File: src/rtl/stsFramerPkg.sv
package stsFramerPkg;

  typedef enum logic [2:0] {
    ST_IDLE,
    ST_FRAME,
    ST_SEL,
    ST_ENTRY,
    ST_DIP
  } stState_e;

  // Strobes from control to datapath for the word issued next edge.
  typedef struct packed {
    logic sendFrame;
    logic sendSel;
    logic sendEntry;
    logic sendDip;
    logic calSel;
    logic dipCoverSel;
  } strobe_t;

  localparam logic [1:0] WORD_FRAME = 2'b11;
  localparam logic [1:0] WORD_SAT   = 2'b10;
  localparam logic [1:0] SEL_CAL0   = 2'b01;
  localparam logic [1:0] SEL_CAL1   = 2'b10;

  // Diagonal parity step: rotate accumulator one place, fold in word.
  function automatic logic [1:0] dipStep(logic [1:0] acc, logic [1:0] w);
    return {acc[0], acc[1]} ^ w;
  endfunction

endpackage

File: src/rtl/stsFramerCtrl.sv
module stsFramerCtrl
  import stsFramerPkg::*;
#(
  parameter int MAX_LEN = 16,
  parameter int REP_W   = 4,
  localparam int LEN_W  = $clog2(MAX_LEN + 1),
  localparam int IDX_W  = $clog2(MAX_LEN)
) (
  input  logic             clk,
  input  logic             rstN,
  input  logic             enable,
  input  logic             selInsertEn,
  input  logic             calReq,
  input  logic             dipCoversSel,
  input  logic [LEN_W-1:0] cal0Len,
  input  logic [REP_W-1:0] cal0Rep,
  input  logic [LEN_W-1:0] cal1Len,
  input  logic [REP_W-1:0] cal1Rep,
  output logic             slotCal,
  output logic [IDX_W-1:0] slotIdx,
  output strobe_t          stb
);

  stState_e state, stateNxt;
  logic curCal, curCov;
  logic [IDX_W-1:0] idx, lastIdx;
  logic [REP_W-1:0] rep, lastRep;
  logic reqCal, entryDone;

  // Without insertion the far end cannot know a switch, so stay on calendar 0.
  assign reqCal = selInsertEn & calReq;
  assign entryDone = (idx == lastIdx) && (rep == lastRep);

  function automatic logic [IDX_W-1:0] lastSlot(logic [LEN_W-1:0] len);
    if (len == '0) return '0;
    if (len > LEN_W'(MAX_LEN)) return IDX_W'(MAX_LEN - 1);
    return IDX_W'(len - 1'b1);
  endfunction

  function automatic logic [REP_W-1:0] lastRound(logic [REP_W-1:0] r);
    if (r == '0) return '0;
    return r - 1'b1;
  endfunction

  always_ff @(posedge clk or negedge rstN) begin
    if (!rstN) begin
      state   <= ST_IDLE;
      curCal  <= 1'b0;
      curCov  <= 1'b0;
      idx     <= '0;
      rep     <= '0;
      lastIdx <= '0;
      lastRep <= '0;
    end else begin
      state <= stateNxt;
      case (state)
        ST_FRAME: begin
          curCal  <= reqCal;
          curCov  <= dipCoversSel;
          lastIdx <= lastSlot(reqCal ? cal1Len : cal0Len);
          lastRep <= lastRound(reqCal ? cal1Rep : cal0Rep);
          idx     <= '0;
          rep     <= '0;
        end
        ST_ENTRY: begin
          if (idx == lastIdx) begin
            idx <= '0;
            rep <= rep + 1'b1;
          end else begin
            idx <= idx + 1'b1;
          end
        end
        default: ;
      endcase
    end
  end

  always_comb begin
    stateNxt = state;
    case (state)
      ST_IDLE:  stateNxt = enable ? ST_FRAME : ST_IDLE;
      ST_FRAME: stateNxt = selInsertEn ? ST_SEL : ST_ENTRY;
      ST_SEL:   stateNxt = ST_ENTRY;
      ST_ENTRY: stateNxt = entryDone ? ST_DIP : ST_ENTRY;
      ST_DIP:   stateNxt = enable ? ST_FRAME : ST_IDLE;
      default:  stateNxt = ST_IDLE;
    endcase
  end

  always_comb begin
    stb             = '0;
    stb.sendFrame   = (state == ST_FRAME);
    stb.sendSel     = (state == ST_SEL);
    stb.sendEntry   = (state == ST_ENTRY);
    stb.sendDip     = (state == ST_DIP);
    stb.calSel      = curCal;
    stb.dipCoverSel = curCov;
  end

  assign slotCal = curCal;
  assign slotIdx = idx;

endmodule

File: src/rtl/stsFramerPath.sv
module stsFramerPath
  import stsFramerPkg::*;
(
  input  logic       clk,
  input  logic       rstN,
  input  strobe_t    stb,
  input  logic [1:0] slotStatus,
  output logic [1:0] statOut,
  output logic       frameStart
);

  logic [1:0] dipAcc, entryWord, selWord;

  // '11' is reserved for framing; report such a slot as satisfied.
  assign entryWord = (slotStatus == WORD_FRAME) ? WORD_SAT : slotStatus;
  assign selWord   = stb.calSel ? SEL_CAL1 : SEL_CAL0;

  always_ff @(posedge clk or negedge rstN) begin
    if (!rstN) begin
      statOut    <= WORD_FRAME;
      frameStart <= 1'b0;
      dipAcc     <= '0;
    end else begin
      frameStart <= stb.sendFrame;
      if (stb.sendFrame) begin
        statOut <= WORD_FRAME;
        dipAcc  <= '0;
      end else if (stb.sendSel) begin
        statOut <= selWord;
        if (stb.dipCoverSel) dipAcc <= dipStep(dipAcc, selWord);
      end else if (stb.sendEntry) begin
        statOut <= entryWord;
        dipAcc  <= dipStep(dipAcc, entryWord);
      end else if (stb.sendDip) begin
        statOut <= ~dipAcc;
      end else begin
        statOut <= WORD_FRAME;
      end
    end
  end

endmodule

File: src/rtl/stsFramer.sv
module stsFramer
  import stsFramerPkg::*;
#(
  parameter int MAX_LEN = 16,
  parameter int REP_W   = 4,
  localparam int LEN_W  = $clog2(MAX_LEN + 1),
  localparam int IDX_W  = $clog2(MAX_LEN)
) (
  input  logic             clk,
  input  logic             rstN,
  input  logic             enable,
  input  logic             selInsertEn,
  input  logic             calReq,
  input  logic             dipCoversSel,
  input  logic [LEN_W-1:0] cal0Len,
  input  logic [REP_W-1:0] cal0Rep,
  input  logic [LEN_W-1:0] cal1Len,
  input  logic [REP_W-1:0] cal1Rep,
  output logic             slotCal,
  output logic [IDX_W-1:0] slotIdx,
  input  logic [1:0]       slotStatus,
  output logic [1:0]       statOut,
  output logic             frameStart
);

  strobe_t stb;

  stsFramerCtrl #(.MAX_LEN(MAX_LEN), .REP_W(REP_W)) i_ctrl (
    .clk          (clk),
    .rstN         (rstN),
    .enable       (enable),
    .selInsertEn  (selInsertEn),
    .calReq       (calReq),
    .dipCoversSel (dipCoversSel),
    .cal0Len      (cal0Len),
    .cal0Rep      (cal0Rep),
    .cal1Len      (cal1Len),
    .cal1Rep      (cal1Rep),
    .slotCal      (slotCal),
    .slotIdx      (slotIdx),
    .stb          (stb)
  );

  stsFramerPath i_path (
    .clk        (clk),
    .rstN       (rstN),
    .stb        (stb),
    .slotStatus (slotStatus),
    .statOut    (statOut),
    .frameStart (frameStart)
  );

endmodule

File: config.mk
export PLATFORM = sky130hd
export DESIGN_NAME = stsFramer
export DESIGN_NICKNAME = d
export VERILOG_FILES = /design/src/rtl/stsFramerPkg.sv /design/src/rtl/stsFramerCtrl.sv /design/src/rtl/stsFramerPath.sv /design/src/rtl/stsFramer.sv
export SDC_FILE = /design/constraint.sdc
export NUM_CORES = 1
export LEC_CHECK = 0
export ABC_CLOCK_PERIOD_IN_PS = 1400
export BUFFER_PORTS_ARGS = -buffer_cell sky130_fd_sc_hd__buf_2
export CAP_MARGIN = 5
export CORE_UTILIZATION = 43
export DETAILED_ROUTE_END_ITERATION = 6
export HOLD_SLACK_MARGIN = 0.03
export PLACE_DENSITY = 0.8
export SLEW_MARGIN = 40
export SYNTH_ARGS = -nofsm -noshare
export SYNTH_HDL_FRONTEND = slang
export SYNTH_SLANG_ARGS = --single-unit
File: constraint.sdc
create_clock -name clk -period 1.4 [get_ports clk]
set_input_delay 0.07 -clock clk [delete_from_list [all_inputs] [get_ports clk]]
set_output_delay 0.07 -clock clk [all_outputs]
set_load 0.02 [all_outputs]
# [Word-level counts from Yosys, hierarchy flattened]
# Cells that the tools add are included.
[op_classes] add_sub_neg=4 n_lt_le_gt_ge=1 eq_ne=9 mux=33 bitwise_logic=4 n_reduce_logical=9
[op_table] cell="4-bit 2-to-1 mux" n=9
[op_table] cell="2-bit 2-to-1 mux" n=10
[op_table] cell="4-bit one-hot mux with 2 select lines" n=2
[op_table] cell="3-bit one-hot mux with 4 select lines" n=1
[op_table] cell="1-bit 2-to-1 mux" n=9
[op_table] cell="4-bit by 1-bit adder with 4-bit output, second input constant" n=2
[op_table] cell="4-bit equality test" n=2
[op_table] cell="4-bit by 1-bit subtractor with 4-bit output, second input constant" n=2
[op_table] cell="3-bit by 2-bit equality test with 1-bit output, second input constant" n=2
[op_table] cell="5-bit greater-than comparator, second input constant" n=1
[op_table] cell="5-bit zero test" n=1
[op_table] cell="5-bit 2-to-1 mux" n=1
[op_table] cell="4-bit zero test" n=1
[op_table] cell="2-bit AND reduction" n=2
[op_table] cell="2-bit bitwise XOR" n=2
[op_table] cell="3-bit by 1-bit equality test with 1-bit output, second input constant" n=1
[op_table] cell="3-bit equality test, second input constant" n=1
[op_table] cell="3-bit zero test" n=1
[op_table] cell="3-bit 2-to-1 mux" n=1
[op_table] cell="3-bit by 2-bit inequality test with 1-bit output, second input constant" n=1
[op_table] cell="3-bit nonzero test" n=1
[op_table] cell="2-bit equality test, second input constant" n=1
[op_table] cell="2-bit inequality test, second input constant" n=1
[op_table] cell="2-bit NOT" n=1
[op_table] cell="4 further kinds" n=4
[word_totals] reg_bits=26 in_bits=26 out_inout_bits=8 wordCells=70

# [Depth between registers and ports, before layout]
[depth] ltp_word=9 ltp_mapped=8 ltp_nobuf=7

# [Modules after synthesis]
# A second synthesis with hierarchy kept.
[unflattened] hier_cells=185 area_unflattened_um2=1606.5
[by_module_without_submodules] mod="stsFramerCtrl" instances=1 cells_each=157 area_each_um2=1327.5 seq_area_each_um2=525.5
[by_module_without_submodules] mod="stsFramerPath" instances=1 cells_each=28 area_each_um2=279.0 seq_area_each_um2=127.6

# [Worst setup path before layout]
# Ideal clock, no wire load.
[synth_timing] path_kind="input -> register" startpoint="input calReq" endpoint="register i_ctrl.lastIdx[1]" setup_ps=125 t_arrival_ps=1603 t_required_ps=1275 setup_slack_ps=-328 stages=8 n_path_buf=1 cell_sequence="nand2_1 -> buf_4 -> mux2_4 -> inv_1 -> ha_1 -> o21ai_0 -> maj3_1 -> mux2_2"
[synth_via] elab_chain_cells=8 elab_cells_between_ends=13 classes_between="add/sub (1); order compare (1); mux (9); bitwise (1); reduce/logical (1)"
[synth_lines] item="start: declaration" line="stsFramer.sv:13" source="input logic calReq,"
[synth_lines] item="1-bit AND (*)" line="stsFramerCtrl.sv:31" source="assign reqCal = selInsertEn & calReq;"
[synth_lines] item="5-bit 2-to-1 mux (*)" line="stsFramerCtrl.sv:60" source="lastIdx <= lastSlot(reqCal ? cal1Len : cal0Len);"
[synth_lines] item="5-bit greater-than comparator" line="stsFramerCtrl.sv:36" source="if (len > LEN_W'(MAX_LEN)) return IDX_W'(MAX_LEN - 1);"
[synth_lines] item="1-bit 2-to-1 mux (2 in series)" line="stsFramerCtrl.sv:36"
[synth_lines] item="1-bit 2-to-1 mux" line="stsFramerCtrl.sv:56" source="case (state)"
[synth_lines] item="4-bit 2-to-1 mux" line="stsFramerCtrl.sv:37" source="return IDX_W'(len - 1'b1);"
[synth_lines] item="4-bit 2-to-1 mux (*)" line="stsFramerCtrl.sv:36"
[synth_lines] item="end signal: assignment" line="stsFramerCtrl.sv:60"
[synth_lines] item="end: declaration" line="stsFramerCtrl.sv:26" source="logic [IDX_W-1:0] idx, lastIdx;"
# Mark *: on every way between the ends. The rest lies on a longest branch, timed or not. The select of a mux whose other input is x is not followed.
# A chain may end at the register's enable or synchronous reset.

# [Final worst setup path]
[layout_timing] startpoint="register i_ctrl.lastIdx[2]" endpoint="register i_ctrl.rep[2]"
[layout_via] elab_chain_cells=3
[layout_lines] item="4-bit equality test" line="stsFramerCtrl.sv:66" source="if (idx == lastIdx) begin"
[layout_lines] item="2-bit inequality test (no line)"
[layout_lines] item="2-bit AND reduction (no line)"
[layout_lines] item="end signal: assignment" line="stsFramerCtrl.sv:68" source="rep <= rep + 1'b1;"
[layout_lines] item="end: declaration" line="stsFramerCtrl.sv:27" source="logic [REP_W-1:0] rep, lastRep;"
# Every way passes these cells.

==> flow_summary_export.csv <==
group,metric,value,unit
run_status,status,"complete, but fails checks",
run_status,violations,"negative setup slack",
logic_synthesis,yosysUniqueCellTypes,45,
placed_design,place_area,1960,um^2
logic_synthesis,synth-edff-count,0,
floorplan,die_h,62.7,um
floorplan,start_util,0.461,
routing,wirelength,3.62,mm
logic_synthesis,yosysTopAreaCellShare,0.379,
logic_synthesis,synthArstFlopShare,1.00,
logic_synthesis,seq_area_frac_synth,0.412,
timing,finClkSkew,0.00269,ns
cts,cts_num_sinks,26,
timing,holdWs,0.0714,ns
global_routing,grt_pass1_vias,1525,
setup_path,start_kind,"flip-flop",
timing,rsz0062_at_grt,"yes",
cts,cts_buffers,3,
timing,relSlewSlack,0.634,
finish,instances_no_fill,283,
routing,final_antenna_net_count,0,
cts,cts_tree,"yes",
logic_synthesis,synth-xor-area-share,0.0608,
logic_synthesis,synth_most_common_cell,"nand2_1",
logic_synthesis,synth_area_leaders,"dfrtp_1 (38%), nand2_1 (6.6%), o21ai_0 (6.3%)",
pwr,cellPowerDensity,1730,nW/um^2
floorplan,die_area,3930,um^2
logic_synthesis,synth.area.mux_share,0.0552,
global_routing,grt_max_degree,27,
routing,first_pass_iters,4,
logic_synthesis,synth-adder-area-share,0.0300,
logic_synthesis,synth_compound_area_frac,0.211,
logic_synthesis,synthSimpleGateAreaFrac,0.195,
routing,vias_per_cell,5.35,
finish,final_cell_area,2100,um^2
timing,setup_viol,11,
logic_synthesis,syn_area_per_cell,8.91,um^2
cts,clk_pin_slew,0.09,ns
routing,wl_per_cell,12.8,um
timing,setup_slack,-0.205,ns
logic_synthesis,yosys.area.top_type,"dfrtp_1",
global_routing,antenna_found_initial,0,
logic_synthesis,syn_inst,178,
pwr,peakVddDrop,0.521,mV
timing,finalCritPeriodShare,1.15,
logic_synthesis,synth-seq-cells,26,
pwr,power.leakage,0.00103,uW
finish,area_growth,32.8,%
floorplan,rows,21,
worst_hold_path,min_path_type,"input pin to flip-flop",
setup_path,end_kind,"flip-flop",
setup_path,worstSetupPathType,"flip-flop to flip-flop",
finish,antenna_cells,0,
setup_path,cp_data_arrival_time,1.75,ns
placed_design,dpl.hpwl,2.71,mm
floorplan,num_io_pins,34,
logic_synthesis,synth_area,1590,um^2
global_routing,grt_pass1_wl,6.46,mm
finish,final_nets,267,
logic_synthesis,synthTopCellsByCount,"nand2_1 (28), dfrtp_1 (24), o21ai_0 (20), nor2_1 (11), a21oi_1 (10)",
logic_synthesis,synth_warnings,0,
placed_design,gp_congestion,0.836,
setup_path,crit_fanout,4,
cts,clk_path_buf_depth,2,
cts,cts-root-buf,"clkbuf_8",
routing,drc,0,
logic_synthesis,syn-num-nets,207,
floorplan,fp.coreArea,3440,um^2
logic_synthesis,ys.flop_type,"dfrtp_1",
floorplan,fp.dieW,62.7,um
placed_design,dp_cells,273,
timing,fmax,623,MHz
placed_design,port_buffers,33,
cts,clock_latency,0.27,ns
timing,final-hold-violation-count,0,
timing,slew_violations,0,
setup_path,crit_required,1.55,ns
timing,finalCriticalPeriod,1.60,ns
finish,drive_gt1_frac,0.367,
global_routing,grt-ovfl-total,0,
routing,drtIter0Drc,49,
logic_synthesis,synth_top_family_by_area,"compound AO/OA/AOI/OAI gates",
routing,vias,1514,
cts,htree_levels,1,
pwr,power.total,3640,uW
timing,worst_pin_slew,0.549,ns
job,drv_cap,0,
global_routing,grtUsageTotal,0.205,
logic make-up (layout without fill, tap and decap cells):
| logic type | Yosys count | in the layout |
|---|---|---|
| AOI/OAI and AO/OA | 53 | 53 |
| xor gates and xnor gates | 11 | 11 |
| DFF | 26 | 26 |
| muxes | 8 | 8 |
| buffers and inverters | 12 | 71 |
| adders and majority gates | 4 | 4 |
| and+or+nand+nor | 64 | 64 |
path summary, 6_finish.rpt:
path	start	endpoint	slack, ns	cells past startpoint
min	slotStatus[1]	i_path.statOut[1]$_DFF_PN1_	0.07	2
max	i_ctrl.lastIdx[2]$_DFFE_PN0P_	i_ctrl.rep[2]$_DFFE_PN0P_	-0.20	6
min in group asynchronous	rstN	i_ctrl.rep[1]$_DFFE_PN0P_	0.31	2
max in group asynchronous	rstN	i_ctrl.slotIdx[2]$_DFFE_PN0P_	0.70	2
min reg2reg	i_ctrl.lastRep[1]$_DFFE_PN0P_	i_ctrl.lastRep[1]$_DFFE_PN0P_	0.52	2
max reg2reg	i_ctrl.lastIdx[2]$_DFFE_PN0P_	i_ctrl.rep[2]$_DFFE_PN0P_	-0.20	6
layout by cell type (no fill, tap or decap), drive strengths merged, types with 5 or more instances in the layout:
cell	n
xor2	7
o21ai	21
inv	5
dfrtp	24
nor3	6
mux2i	5
a21oi	10
buf	60
nor2	11
nand2	28
power breakdown:
| part | internal, uW | leakage [uW] | total (uW) | switching, uW |
|---|---|---|---|---|
| sequential | 1080 | 0.000306 | 1370 | 285 |
| combinational | 858 | 0.000694 | 1790 | 931 |
| clock | 252 | 0.0000288 | 482 | 230 |
routing by layer:
layer  vias up  part of all wire  global-route usage
met4         0             0.019               0.131
met2        49              0.51               0.364
met5         -                 0                   0
li1        755                 -                   -
met1       704              0.44               0.241
met3         6             0.033              0.0109
area by class of cell:
| type | instances | area (um^2) |
|---|---|---|
| fillers | 295 | 1340 |
| multi-input cells | 140 | 928 |
| clock buffers | 4 | 55.1 |
| inverters | 5 | 18.8 |
| well taps | 46 | 57.6 |
| flip-flops and latches | 26 | 657 |
| repair buffers | 62 | 388 |
worst max-delay path, cell delays in order (launching register included):
cell,delay (ns)
dfrtp_1,0.41
xor2_2,0.19
nor4_4,0.35
buf_4,0.19
a21oi_2,0.04
o21ai_1,0.18
o21ai_1,0.11
registers in the layout, summed over array words and instances, names as in the netlist:
register / count
i_ctrl.curCov: 1
i_ctrl.lastIdx: 4
i_ctrl.lastRep: 4
i_ctrl.rep: 4
i_ctrl.slotCal: 1
i_ctrl.slotIdx: 4
i_ctrl.state: 3
i_path.dipAcc: 2
i_path.frameStart: 1
i_path.statOut: 2
what timing repair did:
| action | 4_1_cts | 5_1_grt |
|---|---|---|
| resized for setup | 6 | 15 |
| buffers inserted | 2 | 2 |
| pin swaps | 1 | 10 |
| setup endpoints to repair | 11 | 14 |
| hold buffers | 2 | 0 |
| endpoints found under the hold margin | 25 | 0 |
metrics by stage:
step / util / setup WS [ns] / setup TNS [ns]
3_3_place_gp: 0.571 / -0.214 / -1.52
5_1_grt: 0.611 / -0.249 / -1.71
3_5_place_dp: 0.571 / -0.257 / -2.05
6_report: 0.611 / -0.205 / -1.06
2_1_floorplan: - / -0.220 / -1.43
4_1_cts: 0.599 / -0.126 / -0.771
(Power assumes the default switching activity.)
